File: config.mk
export PLATFORM = sky130hd
export DESIGN_NAME = pkt_dispatch_ctrl
export DESIGN_NICKNAME = d
export VERILOG_FILES = /design/src/rtl/pdc_pkg.sv /design/src/rtl/pdc_wake_timer.sv /design/src/rtl/pdc_outstanding.sv /design/src/rtl/pdc_sig_poll.sv /design/src/rtl/pkt_dispatch_ctrl.sv
export SDC_FILE = /design/constraint.sdc
export NUM_CORES = 1
export LEC_CHECK = 0
export BUFFER_PORTS_ARGS = -buffer_cell sky130_fd_sc_hd__clkbuf_2
export CORE_ASPECT_RATIO = 0.75
export CORE_UTILIZATION = 30
export DETAILED_ROUTE_END_ITERATION = 10
export SYNTH_ARGS = -nofsm -noshare
export SYNTH_HDL_FRONTEND = slang
export SYNTH_SLANG_ARGS = --single-unit
File: constraint.sdc
create_clock -name clk -period 9.05 [get_ports clk]
set_clock_uncertainty 0.05 [all_clocks]
set_input_delay 1.81 -clock clk [delete_from_list [all_inputs] [get_ports clk]]
set_output_delay 1.81 -clock clk [all_outputs]
set_load 0.02 [all_outputs]
File: src/rtl/pdc_pkg.sv
package pdc_pkg;
  localparam int HDR_W    = 16;
  localparam int TYPE_LSB = 0;
  localparam int TYPE_W   = 8;
  localparam int ORD_BIT  = 8;

  localparam logic [TYPE_W-1:0] PT_VENDOR  = 8'd0;
  localparam logic [TYPE_W-1:0] PT_INVALID = 8'd1;
  localparam logic [TYPE_W-1:0] PT_KERNEL  = 8'd2;
  localparam logic [TYPE_W-1:0] PT_AND     = 8'd3;
  localparam logic [TYPE_W-1:0] PT_AGENT   = 8'd4;
  localparam logic [TYPE_W-1:0] PT_OR      = 8'd5;

  typedef enum logic [1:0] {
    KIND_KERNEL = 2'd0,
    KIND_VENDOR = 2'd1,
    KIND_AGENT  = 2'd2
  } kind_e;

  typedef enum logic [1:0] {
    ST_IDLE = 2'd0,
    ST_WAIT = 2'd1,
    ST_DISP = 2'd2,
    ST_HALT = 2'd3
  } state_e;
endpackage

File: src/rtl/pdc_wake_timer.sv
module pdc_wake_timer #(
  parameter int DLY_W = 8
) (
  input  logic             clk,
  input  logic             rst,
  input  logic             arm,
  input  logic [DLY_W-1:0] delay,
  output logic             fire
);
  logic [DLY_W-1:0] cnt;
  logic [DLY_W-1:0] lim;

  assign lim  = (delay == '0) ? '0 : delay - 1'b1;
  assign fire = arm && (cnt >= lim);

  always_ff @(posedge clk) begin
    if (rst || !arm || fire) cnt <= '0;
    else                     cnt <= cnt + 1'b1;
  end
endmodule

File: src/rtl/pdc_outstanding.sv
module pdc_outstanding #(
  parameter int OUT_W = 6
) (
  input  logic             clk,
  input  logic             rst,
  input  logic             inc,
  input  logic             dec_req,
  output logic [OUT_W-1:0] count,
  output logic             drain
);
  logic dec;

  assign dec   = dec_req && (count != '0);
  assign drain = dec && !inc && (count == OUT_W'(1));

  always_ff @(posedge clk) begin
    if (rst)              count <= '0;
    else if (inc && !dec) count <= count + 1'b1;
    else if (dec && !inc) count <= count - 1'b1;
  end
endmodule

File: src/rtl/pdc_sig_poll.sv
module pdc_sig_poll #(
  parameter int NSIG   = 5,
  parameter int SLOT_W = 3
) (
  input  logic              clk,
  input  logic              rst,
  input  logic [NSIG-1:0]   conn,
  input  logic              issue,
  input  logic              clear,
  input  logic              rsp_valid,
  input  logic [SLOT_W-1:0] rsp_slot,
  input  logic              rsp_nz,
  output logic              busy,
  output logic [NSIG-1:0]   need_mask
);
  localparam int CNT_W = $clog2(NSIG + 1);

  logic [CNT_W-1:0] pending;
  logic             read_done;
  logic [NSIG-1:0]  val_nz;

  assign busy      = (pending != '0);
  assign need_mask = read_done ? (conn & val_nz) : conn;

  always_ff @(posedge clk) begin
    if (rst || clear) begin
      pending   <= '0;
      read_done <= 1'b0;
    end else if (issue) begin
      pending   <= CNT_W'($countones(need_mask));
      read_done <= 1'b0;
    end else if (rsp_valid && busy) begin
      pending <= pending - 1'b1;
      if (pending == CNT_W'(1)) read_done <= 1'b1;
    end
  end

  for (genvar g = 0; g < NSIG; g++) begin : g_slot
    always_ff @(posedge clk) begin
      if (rst || clear)
        val_nz[g] <= 1'b0;
      else if (rsp_valid && busy && (rsp_slot == SLOT_W'(g)))
        val_nz[g] <= rsp_nz;
    end
  end
endmodule

File: src/rtl/pkt_dispatch_ctrl.sv
module pkt_dispatch_ctrl
  import pdc_pkg::*;
#(
  parameter int NSIG   = 5,
  parameter int DLY_W  = 8,
  parameter int OUT_W  = 6,
  parameter int SLOT_W = (NSIG > 1) ? $clog2(NSIG) : 1
) (
  input  logic              clk,
  input  logic              rst,
  input  logic [DLY_W-1:0]  wake_dly,
  input  logic              pkt_valid,
  input  logic [15:0]       pkt_hdr,
  input  logic [NSIG-1:0]   pkt_dep_conn,
  input  logic              pkt_cpl_conn,
  output logic              pkt_pop,
  output logic              dsp_valid,
  output logic [1:0]        dsp_kind,
  input  logic              dsp_ready,
  input  logic              cpl_done,
  output logic              sig_rd_valid,
  output logic [NSIG-1:0]   sig_rd_mask,
  input  logic              sig_rsp_valid,
  input  logic [SLOT_W-1:0] sig_rsp_slot,
  input  logic              sig_rsp_nz,
  output logic              sig_dec_valid,
  output logic              blocked,
  output logic              err
);
  state_e            st;
  logic              fire;
  logic              wake;
  logic [OUT_W-1:0]  out_cnt;
  logic              drain;
  logic              handshake;
  logic              poll_busy;
  logic [NSIG-1:0]   need_mask;
  logic [TYPE_W-1:0] ptype;
  logic              ord;
  logic              agent_q;
  logic              kord_q;

  logic do_block, do_fwd, do_issue, do_retire, do_fault, do_idle;

  assign ptype     = pkt_hdr[TYPE_LSB +: TYPE_W];
  assign ord       = pkt_hdr[ORD_BIT];
  assign wake      = (st == ST_WAIT) && fire;
  assign handshake = (st == ST_DISP) && dsp_ready;

  pdc_wake_timer #(.DLY_W(DLY_W)) u_timer (
    .clk(clk), .rst(rst), .arm(st == ST_WAIT), .delay(wake_dly), .fire(fire)
  );

  pdc_outstanding #(.OUT_W(OUT_W)) u_outst (
    .clk(clk), .rst(rst), .inc(handshake), .dec_req(cpl_done),
    .count(out_cnt), .drain(drain)
  );

  pdc_sig_poll #(.NSIG(NSIG), .SLOT_W(SLOT_W)) u_poll (
    .clk(clk), .rst(rst), .conn(pkt_dep_conn), .issue(do_issue),
    .clear(do_retire), .rsp_valid(sig_rsp_valid), .rsp_slot(sig_rsp_slot),
    .rsp_nz(sig_rsp_nz), .busy(poll_busy), .need_mask(need_mask)
  );

  // Decision taken at a wakeup, in priority order
  always_comb begin
    do_block  = 1'b0;
    do_fwd    = 1'b0;
    do_issue  = 1'b0;
    do_retire = 1'b0;
    do_fault  = 1'b0;
    do_idle   = 1'b0;
    if (wake) begin
      if (blocked || !pkt_valid) begin
        do_idle = 1'b1;
      end else if (poll_busy) begin
        do_idle = 1'b0;
      end else if (ord && (out_cnt != '0) && !drain) begin
        do_block = 1'b1;
      end else begin
        unique case (ptype)
          PT_KERNEL, PT_VENDOR, PT_AGENT: do_fwd = 1'b1;
          PT_AND: begin
            if (need_mask == '0) do_retire = 1'b1;
            else                 do_issue  = 1'b1;
          end
          default: do_fault = 1'b1;
        endcase
      end
    end
  end

  always_ff @(posedge clk) begin
    if (rst) begin
      st            <= ST_IDLE;
      pkt_pop       <= 1'b0;
      dsp_valid     <= 1'b0;
      dsp_kind      <= KIND_KERNEL;
      sig_rd_valid  <= 1'b0;
      sig_rd_mask   <= '0;
      sig_dec_valid <= 1'b0;
      err           <= 1'b0;
      agent_q       <= 1'b0;
      kord_q        <= 1'b0;
    end else begin
      pkt_pop       <= 1'b0;
      sig_rd_valid  <= 1'b0;
      sig_dec_valid <= 1'b0;
      unique case (st)
        ST_IDLE: if (pkt_valid && !blocked) st <= ST_WAIT;
        ST_WAIT: begin
          if (do_idle) st <= ST_IDLE;
          if (do_fwd) begin
            st        <= ST_DISP;
            dsp_valid <= 1'b1;
            agent_q   <= (ptype == PT_AGENT);
            kord_q    <= (ptype == PT_KERNEL) && ord;
            dsp_kind  <= (ptype == PT_KERNEL) ? KIND_KERNEL :
                         (ptype == PT_VENDOR) ? KIND_VENDOR : KIND_AGENT;
          end
          if (do_issue) begin
            sig_rd_valid <= 1'b1;
            sig_rd_mask  <= need_mask;
          end
          if (do_retire) begin
            st            <= ST_IDLE;
            pkt_pop       <= 1'b1;
            sig_dec_valid <= pkt_cpl_conn;
          end
          if (do_fault) begin
            st  <= ST_HALT;
            err <= 1'b1;
          end
        end
        ST_DISP: if (dsp_ready) begin
          st            <= ST_IDLE;
          dsp_valid     <= 1'b0;
          pkt_pop       <= 1'b1;
          sig_dec_valid <= agent_q;
        end
        default: st <= ST_HALT;
      endcase
    end
  end

  // Queue hold flag: setting wins over clearing
  always_ff @(posedge clk) begin
    if (rst)                             blocked <= 1'b0;
    else if (do_block || (handshake && kord_q)) blocked <= 1'b1;
    else if (drain)                      blocked <= 1'b0;
  end
endmodule

==> results by group <==
Status
  – Status: finished clean

STA
  – Hold Vio Cnt, Final: 0
  – Final-report setup violation count: 0
  – Fin crit share: 54.89%
  – Max-slew violation count: 0
  – FMAX: 0.2013 GHz
  – Setup TNS: 0 ns
  – Slew @ Worst Pin: 0.5454 ns
  – Tmin final: 4.967 ns
  – Unrepaired setup endpoints after global routing: no
  – Slew headroom: 63.47%

Die
  – I/O pins: 53
  – Die area: 8902 sq um
  – Initial core utilization: 31.74%
  – CORE AREA: just over 8000 sq um
  – Die W: 108.6 microns
  – FP Rows: 28
  – Die height: between 80 and 90 microns

Placed design
  – HPWL after DPL: 4319 microns
  – Placed Cells incl. Taps: 446
  – Cell Area, Placed: approximately 2900 sq um
  – I/O Buffers: 45
  – GP Congestion: slightly below 0.8

Synth
  – Gate Count Post-Synth: 302
  – Syn_nets: 370
  – Synthesized area: 2557 sq um
  – Syn Area/Cell: approximately 8.5 sq um
  – Ys async rst share: 0%
  – Leading register cell type out of synthesis: dfxtp_1
  – Sequential area share after synthesis: between 30 and 40%
  – Seq cells post-synth: 40
  – Synth warn: 0
  – Unique cell type count in the Yosys netlist: 55
  – Post-synth EDFFs: 0

GRT
  – Initial antenna violation count: 0
  – Vias in the first global route: 2054
  – First-pass GRT wire length: 9342 microns
  – Largest net degree at the start of global routing: 24
  – Total grt overflow: 0
  – GRT Overall Usage: 13.37%

Clocking
  – CTS H-tree lvls: 2
  – CTS sink cnt: 40
  – Post-CTS Setup Repair Bufs: 0
  – Cell chosen for the clock root: clkbuf_16
  – CTS tree: yes
  – CTS Buffer Depth: 2
  – Clk_lat worst skew: 0.28 ns
  – Post_cts resized: 0
  – Clk pin slew, worst setup/hold paths: ~0.060 ns
  – Cts bufs inserted: 5
  – Cts hold-fix bufs: 0

Worst setup path
  – CP peak stage delay: 0.56 ns
  – WP buf/inv: 2
  – CP Cell Sequence: clkbuf_2, inv_1, ha_1, nor2b_1, nand3b_1, or3_1, and2_1, ha_1, and3_1, o21ai_0, a31oi_1, o2111a_1, mux2_1, nor2_1
  – Crit. End Element: register
  – WP data arrival: 5.14 ns
  – Startpoint type of the worst setup path: primary input
  – Crit path max-delay cell type: o2111a_1
  – Critical path's most frequent cell: ha_1
  – Family with the most delay on the worst path: simple AND/OR/NAND/NOR gates
  – CP Class: in -> reg
  – Critical path data required time: between 9 and 10 ns
  – Worst-path fanout max: 10

Pwr
  – Static Leakage: about 1.3 nW
  – P per Cell Area: 186.8 nW/um^2
  – Worst vdd ir: 108.8 uV

Finish
  – Most frequent cells in the layout: clkbuf_2, dfxtp_1, nor2_1
  – Final non-filler cell area: 3053 sq um
  – Most common cell after layout, fill and taps aside: clkbuf_2
  – Ant diodes: 0
  – Layout cells sized above 1: 18.34%
  – Area grow syn2layout: 19.37%
  – Layout Cells excl Fill: 454
  – Layout Nets: 416

Run
  – Max-Cap Viols: 0

Detailed routing
  – Final wirelength: 5508 microns
  – Vias/cell: 4.760
  – Initial drt markers: 120
  – Antenna Violating Nets Remaining: 0
  – 1st-pass router iterations: 4
  – # DRC: 0
  – Via count: 2161
  – DR WL/cell: 12.13 microns

Worst hold path
  – Hold Crit Class: reg -> reg
## worst min-delay path: cells and delay by family (launching register included)
family             cells  cell delay, ns
DFF                    1            0.31
and+or+nand+nor        1            0.05
AOI/OAI and AO/OA      1            0.05
## metal layers
metal,GRT usage (%),vias up,wire length [microns]
li1,-,1141,-
met1,17.42,981,2816
met2,22.34,34,2444
met3,2.619,5,212
met4,4.054,0,34
met5,0,-,0
## sequential cells by signal, indices dropped and copies added, names as in the netlist, 2 cells and up
register        cells
sig_rd_mask         5
u_outst.count       6
st                  2
u_poll.pending      3
u_poll.val_nz       5
u_timer.cnt         8
dsp_kind            2
## power by group
| part | internal [W] | switching, W |
|---|---|---|
| Clock | 0.000130 | 0.0000690 |
| Sequential | 0.000190 | 0.0000167 |
| Combinational | 0.0000739 | 0.0000914 |
| Total | 0.000393 | 0.000177 |
## final timing paths
path	from	endpoint	slack, ns	cells after the start
max reg2reg	u_outst.count[0]	u_poll.read_done	6.37	12
min	dsp_kind[1]	dsp_kind[1]	0.41	2
max	wake_dly[0]	u_poll.pending[1]	4.08	14
min reg2reg	dsp_kind[1]	dsp_kind[1]	0.41	2
## through the flow
stage	power (W)	hold slack (ns)	setup slack [ns]	utilization (%)
after detailed placement	0.0003741	0.3997	3.807	35.85
after global placement	0.0003701	0.3936	3.862	35.85
after floorplan	0.0003374	0.3822	4.415	-
after CTS	0.0005762	0.4100	4.085	37.89
after global routing	0.0006111	0.4231	3.737	37.89
final	0.0005702	0.4075	4.083	37.89
## synthesized netlist by cell type, types with 3 or more instances
library cell | count | area (sq um)
and3_1 | 4 | 25.02
nand4_1 | 4 | 25.02
xor2_1 | 10 | 87.58
nor2b_1 | 7 | 43.79
nand3_1 | 8 | 40.04
xnor2_1 | 5 | 43.79
ha_1 | 26 | 325.3
clkbuf_1 | 4 | 15.01
or3_1 | 3 | 18.77
mux2i_1 | 13 | 130.1
o21ai_0 | 9 | 45.04
nor2_1 | 37 | 138.9
nor3_1 | 7 | 35.03
dfxtp_1 | 40 | 800.8
a21oi_1 | 20 | 100.1
inv_1 | 28 | 105.1
and2_1 | 3 | 18.77
nand2_1 | 23 | 86.33
a211oi_1 | 4 | 30.03
nand2b_1 | 4 | 25.02
## cell families after synthesis
| group | after synthesis | share of synthesized area, % |
|---|---|---|
| AOI/OAI and AO/OA | 49 | 13.41 |
| xor gates and xnor gates | 15 | 5.137 |
| adders and majority gates | 28 | 14.29 |
| buffers and inverters | 34 | 5.088 |
| DFF | 40 | 31.31 |
| muxes | 14 | 5.528 |
| and+or+nand+nor | 122 | 25.24 |
## final cells by class
cell class | count | area, sq um
clock buffer | 6 | 128.9
fill | 813 | 5005
tap | 105 | 131.4
multi-input combinational | 228 | 1627
inverter | 28 | 105.1
sequential | 40 | 800.8
clock inverter | 2 | 35.03
timing repair buffer | 45 | 225.2
(Power assumes the default switching activity.)
